<file path="config.mk">
export PLATFORM = sky130hd
export DESIGN_NAME = fracn_clkgen
export DESIGN_NICKNAME = d
export VERILOG_FILES = /design/src/rtl/fracn_pkg.sv /design/src/rtl/fracn_word_hold.sv /design/src/rtl/fracn_seq_core.sv /design/src/rtl/fracn_clkgen.sv
export SDC_FILE = /design/constraint.sdc
export NUM_CORES = 1
export LEC_CHECK = 0
export BUFFER_PORTS_ARGS = -buffer_cell sky130_fd_sc_hd__buf_2
export CAP_MARGIN = 10
export CELL_PAD_IN_SITES_DETAIL_PLACEMENT = 1
export CELL_PAD_IN_SITES_GLOBAL_PLACEMENT = 2
export CORE_MARGIN = 2
export CORE_UTILIZATION = 40
export DETAILED_ROUTE_END_ITERATION = 10
export GPL_TIMING_DRIVEN = 0
export PLACE_DENSITY_LB_ADDON = 0.2
export SKIP_LAST_GASP = 1
export SYNTH_ARGS = -nofsm -noshare
export SYNTH_HDL_FRONTEND = slang
export SYNTH_SLANG_ARGS = --single-unit
export TNS_END_PERCENT = 20
</file>
<file path="constraint.sdc">
create_clock -name clk -period 13.5 [get_ports clk]
set_input_delay 2.025 -clock clk [delete_from_list [all_inputs] [get_ports clk]]
set_output_delay 2.025 -clock clk [all_outputs]
set_load 0.005 [all_outputs]
</file>
<file path="src/rtl/fracn_pkg.sv">
package fracn_pkg;

    parameter int A_W    = 10;
    parameter int B_W    = 10;
    parameter int C_W    = 12;
    localparam int WORD_W = A_W + B_W + C_W;
    localparam int TICK_W = A_W + 1;
    localparam int CNT_W  = C_W + 1;

    typedef struct packed {
        logic [A_W-1:0] a;
        logic [B_W-1:0] b;
        logic [C_W-1:0] c;
    } ctrl_t;

    typedef enum logic {
        PH_SHORT = 1'b0,
        PH_LONG  = 1'b1
    } phase_t;

    function automatic logic [CNT_W-1:0] short_states(input ctrl_t w);
        logic [CNT_W-1:0] cc;
        logic [CNT_W-1:0] bb;
        cc = CNT_W'(w.c);
        bb = CNT_W'(w.b);
        return (cc > bb) ? (cc - bb) : '0;
    endfunction

    function automatic logic [CNT_W-1:0] long_states(input ctrl_t w);
        return CNT_W'(w.b) + CNT_W'(1);
    endfunction

    function automatic logic [TICK_W-1:0] short_width(input ctrl_t w);
        return (w.a == '0) ? TICK_W'(1) : TICK_W'(w.a);
    endfunction

    function automatic logic [TICK_W-1:0] long_width(input ctrl_t w);
        return TICK_W'(w.a) + TICK_W'(1);
    endfunction

    function automatic phase_t start_phase(input ctrl_t w);
        return (short_states(w) == '0) ? PH_LONG : PH_SHORT;
    endfunction

endpackage

</file>
<file path="src/rtl/fracn_word_hold.sv">
module fracn_word_hold
    import fracn_pkg::*;
(
    input  logic              clk,
    input  logic              rst,
    input  logic              run,
    input  logic              seq_last,
    input  logic              load,
    input  logic [WORD_W-1:0] word,
    output ctrl_t             cur,
    output ctrl_t             nxt,
    output logic              armed
);

    ctrl_t pend;
    logic  pend_v;
    logic  boundary;

    assign boundary = !run || seq_last;

    always_comb begin
        nxt = cur;
        if (boundary) begin
            if (load)
                nxt = ctrl_t'(word);
            else if (pend_v)
                nxt = pend;
        end
    end

    always_ff @(posedge clk) begin
        if (rst) begin
            cur    <= '0;
            pend   <= '0;
            pend_v <= 1'b0;
            armed  <= 1'b0;
        end else if (boundary) begin
            cur    <= nxt;
            pend_v <= 1'b0;
            if (load)
                armed <= 1'b1;
        end else if (load) begin
            pend   <= ctrl_t'(word);
            pend_v <= 1'b1;
        end
    end


    hold_stable_chk: assert property (@(posedge clk) disable iff (rst)
        (run && !seq_last) |=> $stable(cur));


    unarmed_hold_chk: assert property (@(posedge clk) disable iff (rst)
        (!armed && !load) |=> !armed);

endmodule

</file>
<file path="src/rtl/fracn_seq_core.sv">
module fracn_seq_core
    import fracn_pkg::*;
(
    input  logic  clk,
    input  logic  rst,
    input  logic  run,
    input  ctrl_t cur,
    input  ctrl_t nxt,
    output logic  seq_last,
    output logic  level_o,
    output logic  end_o
);

    phase_t            phase;
    logic [TICK_W-1:0] tick_cnt;
    logic [CNT_W-1:0]  st_cnt;
    logic              level;

    logic [CNT_W-1:0]  n_short;
    logic [CNT_W-1:0]  n_long;
    logic [CNT_W-1:0]  n_phase;
    logic [TICK_W-1:0] width;
    logic              st_end;
    logic              ph_last;

    always_comb begin
        n_short = short_states(cur);
        n_long  = long_states(cur);
        if (phase == PH_SHORT) begin
            width   = short_width(cur);
            n_phase = n_short;
        end else begin
            width   = long_width(cur);
            n_phase = n_long;
        end
        st_end   = (tick_cnt == width - TICK_W'(1));
        ph_last  = (st_cnt == n_phase - CNT_W'(1));
        seq_last = run && st_end && ph_last && (phase == PH_LONG);
    end

    always_ff @(posedge clk) begin
        if (rst || !run) begin
            tick_cnt <= '0;
            st_cnt   <= '0;
            phase    <= start_phase(nxt);
            level    <= 1'b1;
            level_o  <= 1'b0;
            end_o    <= 1'b0;
        end else begin
            level_o <= level;
            end_o   <= seq_last;
            if (st_end) begin
                tick_cnt <= '0;
                level    <= ~level;
                if (ph_last) begin
                    st_cnt <= '0;
                    if (phase == PH_SHORT)
                        phase <= PH_LONG;
                    else
                        phase <= start_phase(nxt);
                end else begin
                    st_cnt <= st_cnt + CNT_W'(1);
                end
            end else begin
                tick_cnt <= tick_cnt + TICK_W'(1);
            end
        end
    end


    tick_bound_chk: assert property (@(posedge clk) disable iff (rst)
        run |-> (tick_cnt < width));


    level_hold_chk: assert property (@(posedge clk) disable iff (rst)
        (run && !st_end) |=> $stable(level));


    skip_short_chk: assert property (@(posedge clk) disable iff (rst)
        (run && phase == PH_SHORT) |-> (n_short != '0));

endmodule

</file>
<file path="src/rtl/fracn_clkgen.sv">
module fracn_clkgen
    import fracn_pkg::*;
(
    input  logic              clk,
    input  logic              rst,
    input  logic              en,
    input  logic [WORD_W-1:0] ctrl_word,
    input  logic              ctrl_load,
    output logic              clk_out,
    output logic              seq_end
);

    ctrl_t cur;
    ctrl_t nxt;
    logic  armed;
    logic  run;
    logic  seq_last;

    assign run = en && armed;

    fracn_word_hold u_hold (
        .clk      (clk),
        .rst      (rst),
        .run      (run),
        .seq_last (seq_last),
        .load     (ctrl_load),
        .word     (ctrl_word),
        .cur      (cur),
        .nxt      (nxt),
        .armed    (armed)
    );

    fracn_seq_core u_core (
        .clk      (clk),
        .rst      (rst),
        .run      (run),
        .cur      (cur),
        .nxt      (nxt),
        .seq_last (seq_last),
        .level_o  (clk_out),
        .end_o    (seq_end)
    );


    idle_low_chk: assert property (@(posedge clk) disable iff (rst)
        !en |=> (!clk_out && !seq_end));


    end_mark_chk: assert property (@(posedge clk) disable iff (rst)
        seq_last |=> seq_end);


    unarmed_low_chk: assert property (@(posedge clk) disable iff (rst)
        !armed |=> !clk_out);

endmodule

</file>
==> run metrics, run 1 <==
status=finished, final reports clean; P per Cell Area=121 mW/mm^2; # IOs=38; vias=6,552; commonest non-fill, non-tap cells in the layout=nand2_1, nor2_1, dfxtp_1; kind of critical path=register to register; synth unique cells=84; cts hold-fix bufs=0; Hold/Removal Path Class=register to register; Yosys top cell by area=dfxtp_1; Syn Inst Count=912; row count=47; Inserted Clock Buffers=9; Final GP Congestion=0.850; total power draw=0.925 mW; CP required=13,610 ps; DIE WIDTH=135 um; Syn Std Cell Area=0.00687 mm^2; die area=0.0182 mm^2; Setup TNS Final=0 ps; Synth Register Bits=94; Final Skew=10.8 ps; Clk Latency, worst-skew pair=360 ps; core area=0.0167 mm^2; Die Span Y=135 um; Final min period=9500 ps; global-route wire length before repair=34.8 mm; number of flops mapped to enable cells by yosys=1; via count of the first global-routing pass=6,543; H-tree depth=3; Layout fillers=2,135; drc violations=0; commonest non-fill, non-tap cell in the layout=nand2_1; Relative slew margins=37.9%; Slew @ Worst Pin=920 ps; Synth async-reset ratio=0%; Final Hold Viols=0; Peak Freq=0.105 GHz; maximum vdd drop=0.0666 mV; final setup fails=0; Via density=5.54; Max FO, Critical Path=10; RSZ-0062 raised after global routing=no; Leak=2.77 nW; fin. max-slew vios=0; area delta synth->final=11.0%; MaxCap Viol Count=0; Final ANT Viol Nets=0; IO Port Bufs=37; post-cts resize count=0; CTS sink count=94; crit path capture type=register; postcts setup bufs=0; Ys Warns=0; drt wl/cell=18.3 um; n_diodes=0; Nets=1,023; Clk pin slew, worst setup/hold paths=70 ps; Final Cycle Share=70.4%; DP HPWL=16.8 mm; share of cells above drive strength 1=8.83%; syn_nets=975; pin count of the biggest net entering global routing=16; Seq/Total Area, Yosys=27.5%; Main synth FF type=dfxtp_1; Avg Inst Size Synth=7.53 um^2; root buffer cell=clkbuf_16; total gr overflow=0; CTS tree=done; Worst EP arrival=9610 ps; CP max stage cell=a221oi_1; Longest Clk Path Bufs=2; 1st-pass router iterations=5; top-area cell type share of the netlist area=27.1%; Synth area leaders=dfxtp_1, xnor2_1, nand2_1; initial DRC count=345; total track usage=24.5%; total wire length=21.6 mm; max incr delay on CP=560 ps; Initial Utilization=41.1%; CP startpoint kind=register; initial antenna violation count=0
==> synth_stat cells (6+ instances only) <==
cell type and number:
and2_1 10, and3_1 11, nand3_1 25, dfxtp_1 93, buf_2 7, nand3b_1 12, clkbuf_1 39, nor2b_1 14
inv_1 30, o31ai_1 6, nand2_1 120, nand4_1 15, a21oi_1 67, xor2_1 24, a211oi_1 10, mux2i_1 16
ha_1 25, nor4_1 9, xnor2_1 61, nor3_1 14, o22ai_1 27, nor2_1 103, o21ai_0 38, o221ai_1 8
o21a_1 6, or3_1 6
==> cell type report <==
| cell class | count | area [um^2] | share of cell area, % |
|---|---|---|---|
| multi-input combinational | 730 | 4610 | 60.4 |
| buffer | 57 | 258 | 3.38 |
| clock buffer | 10 | 239 | 3.13 |
| clock inverter | 4 | 56.3 | 0.738 |
| sequential | 94 | 1890 | 24.8 |
| inverter | 31 | 116 | 1.53 |
| tap | 220 | 275 | 3.61 |
| timing repair buffer | 37 | 185 | 2.43 |
==> final timing paths <==
kind,start,end,slack [ps],cells after the start
max,u_hold.cur[16]$_SDFFE_PP0N_,u_core.phase$_DFFE_PP_,4000,34
min,u_hold.pend[25]$_SDFFE_PP0P_,u_hold.pend[25]$_SDFFE_PP0P_,450,2
max reg2reg,u_hold.cur[16]$_SDFFE_PP0N_,u_core.phase$_DFFE_PP_,4000,34
min reg2reg,u_hold.pend[25]$_SDFFE_PP0P_,u_hold.pend[25]$_SDFFE_PP0P_,450,2
==> kinds of logic after synthesis <==
logic type / synth area share (%)
AO/OA/AOI/OAI: 21.3
XOR/XNOR: 11.2
adder cells (fa/ha/maj): 5.86
buffers and inverters: 5.44
flip-flops: 27.5
multiplexers: 2.66
AND/OR/NAND/NOR: 26.1
==> stage by stage <==
step | std cells | worst slack, ps | area (um^2) | util (%) | hold slack (ps)
2_1_floorplan | 912 | 5870 | 6870 | - | 431
3_3_place_gp | 1169 | 4230 | 7330 | 43.9 | 438
3_5_place_dp | 1169 | 4070 | 7330 | 43.9 | 444
4_1_cts | 1183 | 4010 | 7630 | 45.7 | 454
5_1_grt | 1183 | 3420 | 7630 | 45.7 | 472
6_report | 1183 | 4000 | 7630 | 45.7 | 451
==> routing by layer <==
| metal | track usage, % | wire [um] | up-vias |
|---|---|---|---|
| li1 | - | - | 3332 |
| met1 | 32.8 | 10600 | 3134 |
| met2 | 41.6 | 10300 | 72 |
| met3 | 4.24 | 498 | 14 |
| met4 | 4.86 | 232 | 0 |
| met5 | 0 | 0 | - |
==> power breakdown <==
part	switching, mW	internal (mW)	leakage, nW	total (mW)
sequential	0.0103	0.289	0.770	0.300
clock	0.120	0.148	0.145	0.268
combinational	0.212	0.145	1.85	0.357
total	0.343	0.583	2.77	0.925
==> worst max-delay path: cells and delay by family (launching register included) <==
| family | cells | cell delay (ps) |
|---|---|---|
| multiplexers | 1 | 290 |
| adder cells (fa/ha/maj) | 5 | 1580 |
| AO/OA/AOI/OAI | 11 | 3090 |
| buffers and inverters | 5 | 1140 |
| flip-flops | 1 | 310 |
| AND/OR/NAND/NOR | 11 | 2560 |
| XOR/XNOR | 1 | 280 |
==> state kept, by name (all words and copies together) (netlist names) <==
name / count
u_hold.cur: 32
u_hold.pend: 32
u_core.st_cnt: 13
u_core.tick_cnt: 11
u_core.end_o: 1
u_core.level: 1
u_core.level_o: 1
u_core.phase: 1
u_hold.armed: 1
u_hold.pend_v: 1
Note: power is estimated with default switching activity, not from simulation.
==> run 2: changes to the inputs <==
--- a/config.mk
+++ b/config.mk
@@ -10,7 +10,7 @@
 export CELL_PAD_IN_SITES_DETAIL_PLACEMENT = 1
 export CELL_PAD_IN_SITES_GLOBAL_PLACEMENT = 2
 export CORE_MARGIN = 2
-export CORE_UTILIZATION = 40
+export CORE_UTILIZATION = 37
 export DETAILED_ROUTE_END_ITERATION = 10
 export GPL_TIMING_DRIVEN = 0
 export PLACE_DENSITY_LB_ADDON = 0.2
==> constraint.sdc (replaced) <==
create_clock -name clk -period 9.3 [get_ports clk]
set_input_delay 1.395 -clock clk [delete_from_list [all_inputs] [get_ports clk]]
set_output_delay 1.395 -clock clk [all_outputs]
set_load 0.005 [all_outputs]
==> run metrics, run 2 (synthesis gave the netlist of run 1 again) <==
Placed Area=0.00734 mm^2 (+0.15%); Place WS=-55.8 ps (-4130 ps); reg-to-reg startpoint=u_hold.cur[19]$_SDFFE_PP0N_; Final Skew=14.2 ps (+3.38 ps); Final ANT Viol Nets=0 (unchanged); Hold/Removal Path Class=register to register; Clk Latency, worst-skew pair=360 ps (about the same); core area=0.0181 mm^2 (+8.3%); crit path capture type=register; Leak=2.77 nW (+0.21%); row count=49 (+4.3%); Final Cycle Share=94.2% (+24 points); P per Cell Area=177 mW/mm^2 (+46%); n_diodes=0 (unchanged); Final Cell Area=0.00767 mm^2 (+0.59%); final setup fails=0 (unchanged); CP max stage cell=dfxtp_1; pin count of the biggest net entering global routing=18 (+2); beginning of the worst hold path=u_hold.pend[23]$_SDFFE_PP0P_; FF-to-FF path depth=32 (-5.9%); DP HPWL=17.1 mm (+2.1%); Worst EP arrival=8880 ps (-730 ps); cts hold-fix bufs=0 (unchanged); Worst Hold End=u_hold.pend[23]$_SDFFE_PP0P_; CTS sink count=94 (unchanged); Final WS setup=539 ps (-3460 ps); total gr overflow=0 (unchanged); area delta synth->final=11.7%; global-route wire length before repair=34.9 mm (+0.43%); via count of the first global-routing pass=6,567 (+0.37%); fin. max-slew vios=0 (unchanged); max incr delay on CP=540 ps (-20 ps); total track usage=22.4% (-2.1 points); r2r setup slk=540 ps (-3460 ps); root buffer cell=clkbuf_16; DIE WIDTH=140 um (+3.9%); Regs by FF count=u_hold.cur (32), u_hold.pend (32), u_core.st_cnt (13); maximum vdd drop=0.0968 mV (+45%); Die Span Y=140 um (+3.9%); CP dominant cell by count=ha_1; kind of critical path=register to register; commonest non-fill, non-tap cell in the layout=nand2_1; vias=6,570 (+0.27%); Cells on Worst Hold Path=2 (unchanged); MaxCap Viol Count=0 (unchanged); Clk pin slew, worst setup/hold paths=80 ps (about the same); total power draw=1.36 mW (+47%); Max FO, Critical Path=10 (unchanged); commonest non-fill, non-tap cells in the layout=nand2_1, nor2_1, dfxtp_1; RR Endpoint=u_core.phase$_DFFE_PP_; # IOs=38 (unchanged); CTS tree=done; Util after Layout=42.4% (-3.2 points); Inserted Clock Buffers=9 (unchanged); die area=0.0197 mm^2 (+7.9%); Final min period=8760 ps (-744 ps); Relative slew margins=35.7% (-2.2 points); Layout fillers=2,275 (+6.6%); 1st-pass router iterations=4 (-1); drt wl/cell=18.2 um (-0.36%); RSZ-0062 raised after global routing=no; CP required=9420 ps (-4190 ps); share of cells above drive strength 1=9.90% (+1.1 points); initial antenna violation count=0 (unchanged); drc violations=0 (unchanged); Slew @ Worst Pin=952 ps (+32.0 ps); H-tree depth=3 (unchanged); Initial Utilization=38.0% (-3.2 points); status=finished, final reports clean; hold_ws=452 ps (+0.502 ps); Final Hold Viols=0 (unchanged); Longest Clk Path Bufs=2 (unchanged); initial DRC count=278 (-19%); Nets=1,018 (-0.49%); CP delay by family, top=simple AND/OR/NAND/NOR gates; Final GP Congestion=0.859 (+1.0%); Peak Freq=0.114 GHz (+8.5%); total wire length=21.7 mm (+0.14%); Buf/Inv on CP=3 (-2); IO Port Bufs=37 (unchanged); Via density=5.53 (-0.23%); CP startpoint kind=register
## run 2: cell count changes in the layout (fill, tap and decap cells not counted), sizes merged
cell / delta
clkbuf: -5
clkinv: -1
clkinvlp: +1
inv: +2
## run 2: final cells by class
type	instances	area (um^2)	share of cell area, %
Buffer	52	239	3.11
Timing Repair Buffer	37	185	2.41
Clock buffer	10	239	3.11
Tap cell	229	287	3.73
Sequential cell	94	1890	24.7
Inverter	31	116	1.52
Clock inverter	6	75.1	0.978
Multi-Input combinational cell	730	4640	60.4
## run 2: worst max path at each step
| stage | slack, ps | end | cells past startpoint | startpoint |
|---|---|---|---|---|
| after global placement | 40 | u_core.phase$_DFFE_PP_ | 34 | u_hold.cur[16]$_SDFFE_PP0N_ |
| after detailed placement | -60 | u_core.phase$_DFFE_PP_ | 34 | u_hold.cur[16]$_SDFFE_PP0N_ |
| after global routing | 50 | u_core.phase$_DFFE_PP_ | 34 | u_hold.cur[17]$_SDFFE_PP0N_ |
| after floorplan | 1670 | u_core.phase$_DFFE_PP_ | 37 | u_hold.cur[18]$_SDFFE_PP0N_ |
| final | 540 | u_core.phase$_DFFE_PP_ | 32 | u_hold.cur[19]$_SDFFE_PP0N_ |
| after CTS | 170 | u_core.phase$_DFFE_PP_ | 36 | u_hold.cur[16]$_SDFFE_PP0N_ |
## run 2: per-stage QoR
stage | TNS (ps) | instances
CTS | 0 | 1194
global route | 0 | 1189
detailed placement | -55.8 | 1178
finish | 0 | 1189
floorplan | 0 | 912
global placement | 0 | 1178
## run 2: power breakdown
group          switching (mW)  leakage, nW  total [mW]  internal, mW
logic                   0.303         1.85       0.514         0.212
clock network           0.183        0.152       0.404         0.221
registers              0.0193        0.771       0.439         0.420
total                   0.505         2.77        1.36         0.852
## run 2: worst min-delay path, delay by kind of cell, from the launching register on
family / cells / cell delay [ps]
AND/OR/NAND/NOR: 1 / 50
AO/OA/AOI/OAI: 1 / 50
flip-flops: 1 / 310
## run 2: timing repair
item,in CTS,in global routing
pin swaps,0,1
setup endpoints to repair,1,1
buffers inserted,0,0
gates resized for setup,3,5
## run 2: per-layer routing
metal	wire, um	global-route usage, %	vias up
li1	-	-	3329
met1	10800	30.4	3149
met2	10000	37.8	73
met3	477	2.91	19
met4	345	5.64	0
met5	0	0	-
==> run 3: changes to the inputs <==
--- a/config.mk
+++ b/config.mk
@@ -10,12 +10,14 @@
 export CELL_PAD_IN_SITES_DETAIL_PLACEMENT = 1
 export CELL_PAD_IN_SITES_GLOBAL_PLACEMENT = 2
 export CORE_MARGIN = 2
-export CORE_UTILIZATION = 37
+export CORE_UTILIZATION = 38
+export CTS_CLUSTER_SIZE = 16
 export DETAILED_ROUTE_END_ITERATION = 10
 export GPL_TIMING_DRIVEN = 0
 export PLACE_DENSITY_LB_ADDON = 0.2
 export SKIP_LAST_GASP = 1
 export SYNTH_ARGS = -nofsm -noshare
 export SYNTH_HDL_FRONTEND = slang
+export SYNTH_HIERARCHICAL = 1
 export SYNTH_SLANG_ARGS = --single-unit
 export TNS_END_PERCENT = 20
==> run metrics, run 3 <==
status=finished, final reports clean; die area=0.0203 mm^2 (+3.0%); max incr delay on CP=520 ps (-20 ps); IO Port Bufs=37 (unchanged); Initial Utilization=38.8% (+0.77 points); commonest non-fill, non-tap cells in the layout=nand2_1, dfxtp_1, buf_2; via count of the first global-routing pass=6,707 (+2.1%); Final Cell Area=0.00807 mm^2 (+5.2%); H-tree depth=3 (unchanged); Ys Warns=6 (+6); Hold/Removal Path Class=register to register; reg-to-reg startpoint=u_hold/cur[16]$_SDFFE_PP0P_; commonest non-fill, non-tap cell in the layout=nand2_1; Avg Inst Size Synth=8.02 um^2 (+6.5%); Reg area=0.00189 mm^2 (-0.13%); cts hold-fix bufs=0 (unchanged); Syn Inst Count=907 (-0.55%); Final Hold Viols=0 (unchanged); # IOs=38 (unchanged); 1st-pass router iterations=4 (unchanged); r2r setup slk=910 ps (+370 ps); P per Cell Area=175 mW/mm^2 (-1.4%); Via density=5.57 (+0.85%); Final Cycle Share=90.2% (-4.0 points); share of cells above drive strength 1=11.7% (+1.8 points); CTS sink count=94 (unchanged); Final Skew=13.5 ps (-0.632 ps); Clk Latency, worst-skew pair=370 ps (about the same); FF-to-FF path depth=32 (unchanged); initial DRC count=249 (-10%); Slew @ Worst Pin=1040 ps (+86.3 ps); row count=50 (+2.0%); kind of critical path=register to register; drc violations=0 (unchanged); drt wl/cell=18.4 um (+0.88%); maximum vdd drop=0.0874 mV (-9.7%); total track usage=22.6% (+0.13 points); Placed Area=0.00775 mm^2 (+5.6%); Final GP Congestion=0.882 (+2.7%); placed cells=1,178 (unchanged); Layout fillers=2,316 (+1.8%); Clk pin slew, worst setup/hold paths=70 ps (about the same); crit path capture type=register; post-cts resize count=0 (-3); n_diodes=0 (unchanged); postcts setup bufs=0 (unchanged); Final min period=8390 ps (-370 ps); RSZ-0062 raised after global routing=no; root buffer cell=clkbuf_16; CP dominant cell by count=o21ai_0; Inserted Clock Buffers=9 (unchanged); total wire length=21.9 mm (+1.3%); Peak Freq=0.119 GHz (+4.4%); crit path from=u_hold/cur[16]$_SDFFE_PP0P_; Leak=3.22 nW (+16%); global-route wire length before repair=36.1 mm (+3.4%); Nets=1,020 (+0.20%); CP required=9420 ps (about the same); DIE WIDTH=142 um (+1.5%); vias=6,654 (+1.3%); CP max stage cell=nor4_1; area delta synth->final=11.0%; CP startpoint kind=register; total gr overflow=0 (unchanged); CP Capture Point=u_core/phase$_DFFE_PP_; Worst EP arrival=8510 ps (-370 ps); DP HPWL=17.4 mm (+1.8%); fin. max-slew vios=0 (unchanged); initial antenna violation count=0 (unchanged); Regs by FF count=u_hold/cur (32), u_hold/pend (32), u_core/st_cnt (13); RR Endpoint=u_core/phase$_DFFE_PP_; core area=0.0188 mm^2 (+3.8%); Die Span Y=142 um (+1.5%); Final ANT Viol Nets=0 (unchanged); final cell count without fillers=1,194 (+0.42%); Setup TNS Final=0 ps (unchanged); syn_nets=972 (-0.31%); CTS tree=done; Relative slew margins=29.0% (-6.7 points); Final WS setup=909 ps (+370 ps); pin count of the biggest net entering global routing=17 (-1); Max FO, Critical Path=10 (unchanged); Syn Std Cell Area=0.00728 mm^2 (+5.9%); Longest Clk Path Bufs=2 (unchanged); MaxCap Viol Count=0 (unchanged); total power draw=1.41 mW (+3.8%); Place WS=869 ps (+925 ps); final setup fails=0 (unchanged); multi-input logic area=0.00490 mm^2 (+5.7%)
[run 3: how the worst min path moves through the flow]
stage                                  from  cells past startpoint                      endpoint
6_report       u_hold/pend[10]$_SDFFE_PP0P_                      2  u_hold/pend[10]$_SDFFE_PP0P_
5_1_grt         u_hold/pend[4]$_SDFFE_PP0P_                      2   u_hold/pend[4]$_SDFFE_PP0P_
4_1_cts         u_hold/pend[4]$_SDFFE_PP0P_                      2   u_hold/pend[4]$_SDFFE_PP0P_
3_5_place_dp    u_hold/pend[4]$_SDFFE_PP0P_                      2   u_hold/pend[4]$_SDFFE_PP0P_
3_3_place_gp      u_hold/armed$_SDFFE_PP0P_                      2     u_hold/armed$_SDFFE_PP0P_
2_1_floorplan     u_hold/armed$_SDFFE_PP0P_                      2     u_hold/armed$_SDFFE_PP0P_
[run 3: routing by layer]
layer  part of all wire (%)  routed length [um]  vias up  global-route usage [%]
li1                       -                   -     3367                       -
met1                     49               10800     3207                    31.0
met2                     47               10300       67                    37.7
met3                    2.6                 561       13                    3.30
met4                   0.88                 193        0                    4.69
met5                      0                   0        -                       0
[run 3: critical path: cells and delay by family, from the launching register on]
kind	cells	cell delay [ps]
and+or+nand+nor	8	2060
buffers and inverters	5	1240
AOI/OAI and AO/OA	15	3380
xor gates and xnor gates	1	170
DFF	1	350
adders and majority gates	3	910
[run 3: area by class of cell]
class                      instances  share of cell area [%]
clock buffer                      10                    2.84
buffer                            63                    4.25
timing repair buffer              37                    2.29
multi-input combinational        713                    60.7
inverter                          37                    1.72
sequential                        94                    23.4
tap                              234                    3.63
clock inverter                     6                    1.13
[run 3: power breakdown]
| part | internal (mW) | leakage (nW) | switching, mW |
|---|---|---|---|
| combinational | 0.227 | 2.29 | 0.331 |
| sequential | 0.420 | 0.769 | 0.0190 |
| clock | 0.238 | 0.157 | 0.174 |
| total | 0.885 | 3.22 | 0.524 |
[run 3: through the flow]
step	hold slack [ps]	util, %
6_report	457	43.0
5_1_grt	477	43.0
4_1_cts	458	43.0
3_5_place_dp	448	41.3
3_3_place_gp	440	41.3
2_1_floorplan	429	-
